--- src/rtl/wac_pkg.sv ---
`timescale 1ns/1ps
package wac_pkg;
  // Strobes decoded by the control and consumed by the datapath; at most one is high.
  typedef struct packed {
    logic takeHi;
    logic takeLo;
    logic stepPage;
    logic stepFull;
  } wacStrobes_t;
endpackage

--- src/rtl/wac_ctrl.sv ---
`timescale 1ns/1ps
module wac_ctrl
  import wac_pkg::*;
(
  input  logic        loadHi,
  input  logic        loadLo,
  input  logic        incr,
  input  logic        writeMode,
  output wacStrobes_t strobes
);
  // Fixed priority: upper load, lower load, then a step of the selected kind.
  always_comb begin
    strobes = '0;
    if (loadHi)          strobes.takeHi   = 1'b1;
    else if (loadLo)     strobes.takeLo   = 1'b1;
    else if (incr) begin
      if (writeMode)     strobes.stepPage = 1'b1;
      else               strobes.stepFull = 1'b1;
    end
  end
endmodule

--- src/rtl/wac_datapath.sv ---
`timescale 1ns/1ps
module wac_datapath
  import wac_pkg::*;
#(
  parameter int ADDR_W     = 13,
  parameter int PAGE_BYTES = 32
) (
  input  logic              clk,
  input  logic              rstN,
  input  wacStrobes_t       strobes,
  input  logic [7:0]        dataIn,
  output logic [ADDR_W-1:0] addrQ
);
  localparam int HI_W  = ADDR_W - 8;
  localparam int OFS_W = $clog2(PAGE_BYTES);
  localparam logic [OFS_W-1:0]  OFS_ONE  = 1;
  localparam logic [ADDR_W-1:0] ADDR_ONE = 1;

  logic [ADDR_W-1:0] nextAddr;
  logic [OFS_W-1:0]  nextOfs;

  // Bits of the upper byte that lie above the address width are dropped.
  logic unusedHiBits;
  assign unusedHiBits = ^dataIn[7:HI_W];

  assign nextOfs = addrQ[OFS_W-1:0] + OFS_ONE;

  always_comb begin
    nextAddr = addrQ;
    if (strobes.takeHi)        nextAddr[ADDR_W-1:8] = dataIn[HI_W-1:0];
    else if (strobes.takeLo)   nextAddr[7:0]        = dataIn;
    else if (strobes.stepPage) nextAddr[OFS_W-1:0]  = nextOfs;
    else if (strobes.stepFull) nextAddr             = addrQ + ADDR_ONE;
  end

  always_ff @(posedge clk) begin
    if (!rstN) addrQ <= '0;
    else       addrQ <= nextAddr;
  end
endmodule

--- src/rtl/word_addr_counter.sv ---
`timescale 1ns/1ps
module word_addr_counter
  import wac_pkg::*;
#(
  parameter int ADDR_W     = 13,
  parameter int PAGE_BYTES = 32
) (
  input  logic              clk,
  input  logic              rstN,
  input  logic              loadHi,
  input  logic              loadLo,
  input  logic [7:0]        dataIn,
  input  logic              incr,
  input  logic              writeMode,
  output logic [ADDR_W-1:0] addr
);
  wacStrobes_t strobes;

  wac_ctrl ctrl_i (
    .loadHi    (loadHi),
    .loadLo    (loadLo),
    .incr      (incr),
    .writeMode (writeMode),
    .strobes   (strobes)
  );

  wac_datapath #(.ADDR_W(ADDR_W), .PAGE_BYTES(PAGE_BYTES)) dp_i (
    .clk     (clk),
    .rstN    (rstN),
    .strobes (strobes),
    .dataIn  (dataIn),
    .addrQ   (addr)
  );
endmodule

--- config.mk ---
export PLATFORM = sky130hd
export DESIGN_NAME = word_addr_counter
export DESIGN_NICKNAME = d
export VERILOG_FILES = /design/src/rtl/wac_pkg.sv /design/src/rtl/wac_ctrl.sv /design/src/rtl/wac_datapath.sv /design/src/rtl/word_addr_counter.sv
export SDC_FILE = /design/constraint.sdc
export NUM_CORES = 1
export LEC_CHECK = 0
export BUFFER_PORTS_ARGS = -buffer_cell sky130_fd_sc_hd__clkbuf_2
export CAP_MARGIN = 20
export CELL_PAD_IN_SITES_DETAIL_PLACEMENT = 1
export CELL_PAD_IN_SITES_GLOBAL_PLACEMENT = 2
export CORE_ASPECT_RATIO = 0.8
export CORE_UTILIZATION = 25
export DETAILED_ROUTE_END_ITERATION = 12
export PLACE_DENSITY_LB_ADDON = 0.1
export SLEW_MARGIN = 20
export SYNTH_ARGS = -nofsm -noshare
export SYNTH_HDL_FRONTEND = slang
export SYNTH_SLANG_ARGS = --single-unit
--- constraint.sdc ---
create_clock -name clk -period 1.8 [get_ports clk]
set_clock_uncertainty 0.2 [all_clocks]
set_input_delay 0.18 -clock clk [delete_from_list [all_inputs] [get_ports clk]]
set_output_delay 0.18 -clock clk [all_outputs]
set_load 0.005 [all_outputs]
**Word level (Yosys, flattened, before mapping)**

Cells that the tools add are included.
W data, S select, Z words.

- Bits in registers: 13
- Latch bits: 0
- Memory bits (writable): 0
- Bits in read-only memories: 0
- Input port bits: 14
- Output and inout port bits: 13
- Logic and storage cells: 28
- Memories kept: 0

- $add $sub $neg: 2
- Multiply operators: 0
- Divide/modulo/power cells: 0
- Order comparisons: 0
- Equal/unequal tests: 3
- Shift operators: 0
- Muxes and demuxes: 13
- Bitwise gates (word level): 1
- Reduce and logical (&&, ||, !) cells: 6

Operators by type and width:

| cell | count |
|---|---|
| $mux W8 | 2 |
| $mux W5 | 3 |
| $add A13 B1 Y13 const B | 1 |
| $mux W13 | 1 |
| $ne A2 B1 Y1 const B | 3 |
| $reduce_and A3 Y1 | 2 |
| $add A5 B1 Y5 const B | 1 |
| $mux W1 | 4 |
| $mux W2 | 2 |
| $reduce_bool A2 Y1 | 2 |
| $mux W3 | 1 |
| $reduce_bool A3 Y1 | 1 |
| $reduce_and A2 Y1 | 1 |
| $not A1 Y1 | 1 |

**Depth between registers and ports, before layout**

Gate-level depths: netlist of run 1.

- Depth after elaboration: 8
- Depth in mapped cells: 5
- Depth with buffers taken out: 4

**Cells and area by module**

A second synthesis of run 1 with hierarchy kept.

- Cells, all modules: 104
- Area total of the unflattened synthesis: 847.1 um^2

By module, submodules not included:

| module | instances | cells each | area an instance (um^2) | sequential area each (um^2) |
|---|---|---|---|---|
| wac_datapath | 1 | 100 | 803.3 | 260.2 |
| wac_ctrl | 1 | 4 | 43.8 | 0.0 |

**Worst setup path after synthesis of run 1**

OpenSTA, ideal clock, no wires.

- Path kind: flip-flop to flip-flop
- Start: register dp_i.addrQ[0]
- End: register dp_i.addrQ[12]
- Setup time: 112 ps
- Arrival time: 1448 ps
- Required time: 1488 ps
- Slack: 40 ps
- Cell stages (with the launch flop): 5
- Buffers on the path: 0
- Period minus slack after synthesis: 1760 ps
- Cells stage by stage: dfxtp_1 -> ha_1 -> nand4_2 -> o41a_1 -> a2111oi_1

- Cells in the longest elaborated chain, start to end: 5

RTL lines:

| what | line | source |
|---|---|---|
| start: declaration | wac_datapath.sv:12 | `output logic [ADDR_W-1:0] addrQ` |
| start signal: assignment | wac_datapath.sv:38 | `else addrQ <= nextAddr;` |
| $add A13 B1 Y13 | wac_datapath.sv:33 | `else if (strobes.stepFull) nextAddr = addrQ + ADDR_ONE;` |
| $mux W13 | wac_datapath.sv:33 |  |
| $mux W8 | wac_datapath.sv:32 | `else if (strobes.stepPage) nextAddr[OFS_W-1:0] = nextOfs;` |
| $mux W5 | wac_datapath.sv:31 | `else if (strobes.takeLo) nextAddr[7:0] = dataIn;` |
| $mux W5 | wac_datapath.sv:30 | `if (strobes.takeHi) nextAddr[ADDR_W-1:8] = dataIn[HI_W-1:0];` |

No other way between the ends. The select of a mux whose other input is x is not followed.
A chain may end at the register's enable or synchronous reset.

**Worst setup path after layout of run 1**

- Start: register dp_i.addrQ[1]
- End: register dp_i.addrQ[12]

Same word-level chain as after synthesis.

==> results of run 1 <==
==> routing by layer <==
| metal | routed length (um) | track usage |
|---|---|---|
| met5 | 0 | 0 |
| met1 | 1440 | 0.216 |
| met2 | 1410 | 0.313 |
| met3 | 120 | 0.0445 |
| met4 | 24 | 0.0532 |
==> stage by stage <==
stage	cells	setup WS, ns	utilization	total power, mW	TNS (ns)
global route	180	-0.0106	0.376	0.819	-0.0106
CTS	180	0.0363	0.369	0.776	0
global placement	176	0.0921	0.352	0.494	0
finish	180	0.0996	0.376	0.775	0
floorplan	101	0.0395	-	0.410	0
detailed placement	176	0.0149	0.352	0.498	0
==> cell usage after synthesis (2+ instances only) <==
cell type / number
a2111oi_1: 4
a211oi_1: 2
a311oi_1: 2
a31oi_1: 4
and2_1: 2
buf_2: 2
clkbuf_1: 2
dfxtp_1: 13
inv_1: 4
nand2_1: 5
nand2b_1: 4
nand3_1: 3
nor2_1: 9
nor2b_1: 9
nor4_1: 5
o21ai_0: 5
o31ai_1: 2
o41a_1: 4
or3_1: 2
or4_1: 2
==> logic make-up (layout without fill, tap and decap cells) <==
family | Yosys count | count (layout) | share of synthesized area
flip-flops | 13 | 13 | 0.307
AO/OA/AOI/OAI | 26 | 26 | 0.251
adder cells (fa/ha/maj) | 1 | 1 | 0.0147
XOR/XNOR | 2 | 2 | 0.0207
buffers and inverters | 8 | 47 | 0.0383
AND/OR/NAND/NOR | 51 | 51 | 0.369
==> layout make-up <==
| type | count | area [um^2] |
|---|---|---|
| inverter | 4 | 15.0 |
| clock buffer | 4 | 45.0 |
| tap | 40 | 50.0 |
| fill | 398 | 1970 |
| timing repair buffer | 39 | 228 |
| sequential | 13 | 262 |
| multi-input combinational | 80 | 587 |
==> path summary, 6_finish.rpt <==
path | from | endpoint | slack (ns) | depth (start not counted)
worst max-delay path | dp_i.addrQ[1] | dp_i.addrQ[12] | 0.1 | 4
worst min-delay path | dataIn[1] | dp_i.addrQ[1] | 0.03 | 3
worst max register to register | dp_i.addrQ[1] | dp_i.addrQ[12] | 0.1 | 4
worst min register to register | dp_i.addrQ[11] | dp_i.addrQ[11] | 0.43 | 2
==> power groups by stage <==
stage                     sequential [mW]  combinational (mW)  clock, mW
after detailed placement            0.334               0.165          0
after CTS                           0.330               0.166      0.280
after global placement              0.333               0.161          0
final                               0.334               0.171      0.271
after floorplan                     0.342              0.0688          0
after global routing                0.337               0.187      0.295
==> worst min-delay path, delay by kind of cell <==
family	cells	cell delay, ns
compound gates	1	0.05
simple gates	1	0.10
buf+inv	1	0.09
==> what timing repair did <==
| action | in CTS | in global routing |
|---|---|---|
| cloned | 0 | 0 |
| pin swaps | 0 | 0 |
| setup endpoints to repair | 1 | 3 |
| resized for setup | 1 | 5 |
| buffers inserted | 0 | 0 |
==> flow_metrics.env, run 1 <==
export IMPL_clock_sinks=13
export IMPL_synth_top_area_frac=0.307
export IMPL_crit_required_ns=1.75
export IMPL_drv_cap=0
export IMPL_fp_dieH_um=54.1
export IMPL_ys_flop_type="dfxtp_1"
export IMPL_critPathMaxStageDelay_ns=0.42
export IMPL_syn_avg_cell_area_um2=8.40
export IMPL_path_max_fanout=6
export IMPL_power_switching_mw=0.225
export IMPL_hold_path_class="primary input to flop"
export IMPL_rows=18
export IMPL_comb_power_share=0.220
export IMPL_largest_reg_flops=13
export IMPL_cp_top_family="compound AO/OA/AOI/OAI gates"
export IMPL_drt_total_wl_um=2990
export IMPL_area_growth_pct=39.8
export IMPL_coreArea_mm2=0.00315
export IMPL_die_area_mm2=0.00363
export IMPL_vias=939
export IMPL_whs_ns=0.0258
export IMPL_die_w_um=67.1
export IMPL_synth_nets=116
export IMPL_seq_power_share=0.431
export IMPL_io_pins=27
export IMPL_drtPass1Iterations=4
export IMPL_hold_buffers=0
export IMPL_ys_warn_count=0
export IMPL_biggestRegsByFlops="dp_i.addrQ: 13 flops"
export IMPL_dp_hpwl_um=2180
export IMPL_p_leak_nw=0.458
export IMPL_cts_buffer_depth=2
export IMPL_tritoncts="yes"
export IMPL_fmaxAchievable_ghz=0.588
export IMPL_io_buffers=26
export IMPL_internal_power_mw=0.550
export IMPL_vias_per_cell=5.22
export IMPL_synth_top_area_cell="dfxtp_1"
export IMPL_grt_util_all_layers=0.179
export IMPL_htree_levels=1
export IMPL_path_cells="ha_4, nand4_4, o41a_1, a2111oi_2"
export IMPL_ys_seq_elements=13
export IMPL_setup_worst_path_start_class="flop"
export IMPL_synth_distinct_cells=36
export IMPL_grt_pass1_vias=955
export IMPL_ys_top_cells_by_area="dfxtp_1, nor2b_1, o41a_1, a2111oi_1, nor2_1"
export IMPL_slew_headroom=0.617
export IMPL_nets=156
export IMPL_antenna_found_initial=0
export IMPL_synth_edff_count=0
export IMPL_tightest_slew_ns=0.574
export IMPL_final_common_cell="clkbuf_2"
export IMPL_final_hold_viol_count=0
export IMPL_regMostFlops="dp_i.addrQ"
export IMPL_async_reset_ff_frac=0
export IMPL_path_clk_slew_ns=0.06
export IMPL_fin_crit_sh=0.945
export IMPL_syn_inst=101
export IMPL_p_sw_frac=0.290
export IMPL_clkPwrFrac=0.349
export IMPL_min_period_ns=1.70
export IMPL_synth_seq_area_share=0.307
export IMPL_slew_violations=0
export IMPL_cts_buffers=3
export IMPL_report_final_setup_viol=0
export IMPL_ant_nets=0
export IMPL_antenna_cells=0
export IMPL_grt_overflow=0
export IMPL_start_util=0.269
export IMPL_peakVddDrop_v=0.000281
export IMPL_arrival_ns=1.65
export IMPL_drive_above_1_share=0.364
export IMPL_critical_path_class="flop to flop"
export IMPL_synth_area_um2=848
export IMPL_final_cell_mix="clkbuf_2, buf_4, dfxtp_1, nor2b_1, nor2_1"
export IMPL_placed_cell_area_mm2=0.00111
export IMPL_place_congestion=0.729
export IMPL_wl_per_cell_um=16.6
export IMPL_first_iter_violations=28
export IMPL_drc=0
export IMPL_crit_buf_inv=0
export IMPL_root_buffer="clkbuf_8"
export IMPL_status="complete, no violations"
export IMPL_final_area_mm2=0.00119
export IMPL_end_kind="flop"
export IMPL_clk_latency_ns=0.25
export IMPL_grt_max_degree=19
export IMPL_crit_slowest_cell="o41a_1"
export IMPL_cellPowerDensity_mw_per_mm2=654
export IMPL_grt_pass1_wl_um=4640
Power figures use the tool's default switching activity.
==> run 2: changes to the inputs <==
Settings changed: CAP_MARGIN 20 to 10, CORE_MARGIN set to 4, CTS_BUF_LIST set to sky130_fd_sc_hd__clkbuf_4 sky130_fd_sc_hd__clkbuf_8 sky130_fd_sc_hd__clkbuf_16.
==> flow_metrics.env, run 2 (synthesized netlist as in run 1, its figures left out) <==
export IMPL_status="complete, no violations"
export IMPL_io_buffers=26
export IMPL_die_w_um=73.1
export IMPL_slew_headroom=0.631
export IMPL_use_met2=0.232
export IMPL_drv_cap=0
export IMPL_grt_util_all_layers=0.147
export IMPL_vias=951
export IMPL_grtUsageMet1=0.200
export IMPL_largest_reg_flops=13
export IMPL_final_common_cell="clkbuf_2"
export IMPL_p_leak_nw=0.456
export IMPL_crit_required_ns=1.73
export IMPL_tritoncts="yes"
export IMPL_drtPass1Iterations=4
export IMPL_nFillCells=400
export IMPL_cts_buffers=3
export IMPL_place_congestion=0.714
export IMPL_drt_total_wl_um=2880
export IMPL_dp_hpwl_um=2350
export IMPL_nets=155
export IMPL_drive_above_1_share=0.360
export IMPL_hold_buffers=0
export IMPL_slew_violations=0
export IMPL_antenna_cells=0
export IMPL_final_cell_mix="clkbuf_2, dfxtp_1, buf_4, nor2b_1, nor2_1"
export IMPL_area_growth_pct=37.6
export IMPL_clk_latency_ns=0.24
export IMPL_r2r_setup_slack_ns=0.09
export IMPL_htree_levels=1
export IMPL_tightest_slew_ns=0.553
export IMPL_busiest_layer="met2"
export IMPL_wl_per_cell_um=16.1
export IMPL_arrival_ns=1.64
export IMPL_first_iter_violations=40
export IMPL_peakVddDrop_v=0.000353
export IMPL_rows=18
export IMPL_drc=0
export IMPL_final_area_mm2=0.00117
export IMPL_regMostFlops="dp_i.addrQ"
export IMPL_placed_cell_area_mm2=0.00110
export IMPL_fp_dieH_um=60.1
export IMPL_cellPowerDensity_mw_per_mm2=665
export IMPL_root_buffer="clkbuf_8"
export IMPL_end_kind="flop"
export IMPL_hold_path_class="primary input to flop"
export IMPL_coreArea_mm2=0.00318
export IMPL_min_period_ns=1.71
export IMPL_fin_crit_sh=0.948
export IMPL_io_pins=27
export IMPL_path_clk_slew_ns=0.06
export IMPL_fmaxAchievable_ghz=0.586
export IMPL_whs_ns=0.0370
export IMPL_final_hold_viol_count=0
export IMPL_grt_pass1_vias=997
export IMPL_clock_sinks=13
export IMPL_ant_nets=0
export IMPL_setup_worst_path_start_class="flop"
export IMPL_path_max_fanout=6
export IMPL_report_final_setup_viol=0
export IMPL_critical_path_class="flop to flop"
export IMPL_total_power_mw=0.777
export IMPL_grt_max_degree=16
export IMPL_die_area_mm2=0.00439
export IMPL_setup_tns_ns=0
export IMPL_biggestRegsByFlops="dp_i.addrQ: 13 flops"
export IMPL_grt_pass1_wl_um=4970
export IMPL_grt_overflow=0
export IMPL_antenna_found_initial=0
export IMPL_rsz0062_at_grt="no"
export IMPL_start_util=0.267
export IMPL_cts_buffer_depth=2
export IMPL_vias_per_cell=5.31
export IMPL_met3_usage=0.0420
run 2: critical path, cell delays in order (launching register included):
cell	delay, ns
dfxtp_1	0.34
ha_2	0.22
nand4_4	0.15
o41a_1	0.40
a2111oi_1	0.30
run 2: worst paths after layout:
path	from	end	cells after the start
min reg2reg	dp_i.addrQ[4]	dp_i.addrQ[4]	2
max reg2reg	dp_i.addrQ[1]	dp_i.addrQ[12]	4
max	dp_i.addrQ[1]	dp_i.addrQ[12]	4
min	dataIn[1]	dp_i.addrQ[1]	3
run 2: final cells by class:
| cell class | count | area (um^2) | share of cell area |
|---|---|---|---|
| Multi-Input combinational cell | 80 | 572 | 0.490 |
| Inverter | 4 | 15.0 | 0.0129 |
| Timing Repair Buffer | 38 | 220 | 0.189 |
| Clock buffer | 4 | 48.8 | 0.0418 |
| Sequential cell | 13 | 262 | 0.224 |
| Tap cell | 40 | 50.0 | 0.0429 |
run 2: report_power, final:
group | switching, mW | internal, mW
Sequential | 0.0214 | 0.309
Clock | 0.111 | 0.171
Combinational | 0.0835 | 0.0798
run 2: through the flow:
step            util  setup slack [ns]  instances
2_1_floorplan      -            0.0395        101
3_3_place_gp   0.347             0.110        175
3_5_place_dp   0.347            0.0434        175
4_1_cts        0.362            0.0343        179
5_1_grt        0.368            0.0149        179
6_report       0.368            0.0931        179
run 2: per-layer routing:
metal	share of wire	vias to the layer above
met2	0.43	25
met3	0.062	2
li1	-	471
met1	0.50	453
met5	0	-
met4	0.0056	0
run 2: what timing repair did:
action                                  in CTS  in global routing
setup buffers                                0                  0
endpoints found under the hold margin        0                  0
resized for setup                            0                  4
endpoints found under the setup margin       0                  3
==> run 3: changes to the inputs <==
Clock period 1.8 ns to 1.4 ns, I/O delays scaled along.
==> flow_metrics.env, run 3 (synthesized netlist as in run 1, its figures left out) <==
export IMPL_status="complete, but fails checks"
export IMPL_violations="setup timing"
export IMPL_drt_total_wl_um=3320
export IMPL_setup_tns_ns=-1.23
export IMPL_cts_buffer_depth=2
export IMPL_place_congestion=0.782
export IMPL_grt_pass1_wl_um=5430
export IMPL_path_clk_slew_ns=0.06
export IMPL_final_hold_viol_count=0
export IMPL_final_cell_mix="clkbuf_2, buf_4, nor2b_1, nor2_1, buf_6"
export IMPL_dp_slack_ns=-0.354
export IMPL_vias=1058
export IMPL_met3_usage=0.0420
export IMPL_antenna_cells=0
export IMPL_report_final_setup_viol=11
export IMPL_fp_dieH_um=60.1
export IMPL_path_max_fanout=7
export IMPL_drc=0
export IMPL_reg2reg_to="dp_i.addrQ[12]"
export IMPL_die_area_mm2=0.00439
export IMPL_cellPowerDensity_mw_per_mm2=717
export IMPL_rr_worst_depth=4
export IMPL_hold_end="dp_i.addrQ[0]"
export IMPL_biggestRegsByFlops="dp_i.addrQ: 13 flops"
export IMPL_rsz0062_at_grt="yes"
export IMPL_use_met2=0.260
export IMPL_clock_sinks=13
export IMPL_grt_pass1_vias=1113
export IMPL_coreArea_mm2=0.00318
export IMPL_grtUsageMet1=0.218
export IMPL_tritoncts="yes"
export IMPL_grt_util_all_layers=0.161
export IMPL_min_period_ns=1.59
export IMPL_dp_hpwl_um=2580
export IMPL_worstHoldStart="dataIn[0]"
export IMPL_tightest_slew_ns=0.446
export IMPL_fin_ws_ns=-0.191
export IMPL_seq_power_share=0.388
export IMPL_critPathMaxStageDelay_ns=0.45
export IMPL_drtPass1Iterations=4
export IMPL_grt_overflow=0
export IMPL_nets=181
export IMPL_root_buffer="clkbuf_8"
export IMPL_slew_headroom=0.700
export IMPL_comb_power_share=0.279
export IMPL_dp_cells=191
export IMPL_clk_latency_ns=0.24
export IMPL_htree_levels=1
export IMPL_final_area_mm2=0.00154
export IMPL_crit_slowest_cell="o41a_1"
export IMPL_cts_buffers=3
export IMPL_path_cells="nand4bb_1, buf_6, o41a_1, a2111oi_4"
export IMPL_regMostFlops="dp_i.addrQ"
export IMPL_io_buffers=26
export IMPL_end_kind="flop"
export IMPL_vias_per_cell=5.16
export IMPL_drv_cap=0
export IMPL_area_growth_pct=82.0
export IMPL_setup_worst_path_start_class="flop"
export IMPL_p_leak_nw=0.614
export IMPL_fin_crit_sh=1.14
export IMPL_antenna_found_initial=0
export IMPL_clkPwrFrac=0.333
export IMPL_busiest_layer="met2"
export IMPL_largest_reg_flops=13
export IMPL_hold_path_class="primary input to flop"
export IMPL_fmaxAchievable_ghz=0.629
export IMPL_grt_max_degree=14
export IMPL_die_w_um=73.1
export IMPL_placed_cell_area_mm2=0.00129
export IMPL_r2r_setup_slack_ns=-0.19
export IMPL_ant_nets=0
export IMPL_internal_power_mw=0.786
export IMPL_crit_required_ns=1.35
export IMPL_fin_cells=205
export IMPL_rows=18
export IMPL_io_pins=27
export IMPL_slew_violations=0
export IMPL_drive_above_1_share=0.564
export IMPL_power_switching_mw=0.320
export IMPL_r2r_start="dp_i.addrQ[7]"
export IMPL_p_sw_frac=0.289
export IMPL_peakVddDrop_v=0.000528
export IMPL_start_util=0.267
export IMPL_critical_path_class="flop to flop"
export IMPL_wl_per_cell_um=16.2
export IMPL_whs_path_depth=3
export IMPL_arrival_ns=1.54
export IMPL_first_iter_violations=40
## run 3: per-layer routing
metal  wire length, um  vias to the layer above
met2              1470                       24
li1                  -                      521
met1              1670                      511
met5                 0                        -
met3               166                        2
met4                17                        0
## run 3: final cells by class
class / instances / area, um^2
fillers: 375 / 1630
multi-input cells: 80 / 679
repair buffers: 64 / 465
flip-flops and latches: 13 / 285
well taps: 40 / 50.0
clock buffers: 4 / 48.8
inverters: 4 / 15.0
## run 3: worst max path at each step
stage / start / cells past startpoint / endpoint / slack (ns)
floorplan: dp_i.addrQ[0] / 4 / dp_i.addrQ[12] / -0.20
global placement: writeMode / 5 / dp_i.addrQ[12] / -0.23
detailed placement: dp_i.addrQ[0] / 4 / dp_i.addrQ[12] / -0.35
CTS: dp_i.addrQ[7] / 4 / dp_i.addrQ[12] / -0.20
global route: dp_i.addrQ[0] / 5 / dp_i.addrQ[12] / -0.25
finish: dp_i.addrQ[7] / 4 / dp_i.addrQ[12] / -0.19
## run 3: power by group through the flow
stage / Combinational (mW) / Sequential (mW) / Clock (mW)
2_1_floorplan: 0.0916 / 0.447 / 0
3_3_place_gp: 0.251 / 0.433 / 0
3_5_place_dp: 0.256 / 0.436 / 0
4_1_cts: 0.290 / 0.430 / 0.372
5_1_grt: 0.338 / 0.434 / 0.392
6_report: 0.309 / 0.429 / 0.369
## run 3: worst max-delay path: cells and delay by family (launching register included)
family                 cells  cell delay, ns
AOI/OAI and AO/OA          2            0.65
and+or+nand+nor            1            0.14
buffers and inverters      1            0.17
DFF                        1            0.33
## run 3: timing repair
action                                 CTS  global route
endpoints found under the hold margin    3             0
setup endpoints to repair               10            11
resized for setup                       18             7
pin swaps                               18             3
hold buffers                             3             0
buffers inserted                         4             4
gates cloned                             0             0
## run 3: metrics by stage
| stage | power [mW] | utilization | hold WS, ns |
|---|---|---|---|
| 2_1_floorplan | 0.538 | - | 0.0638 |
| 3_3_place_gp | 0.685 | 0.407 | 0.237 |
| 3_5_place_dp | 0.692 | 0.407 | 0.236 |
| 4_1_cts | 1.09 | 0.465 | 0.0121 |
| 5_1_grt | 1.16 | 0.486 | 0.0367 |
| 6_report | 1.11 | 0.486 | 0.00264 |
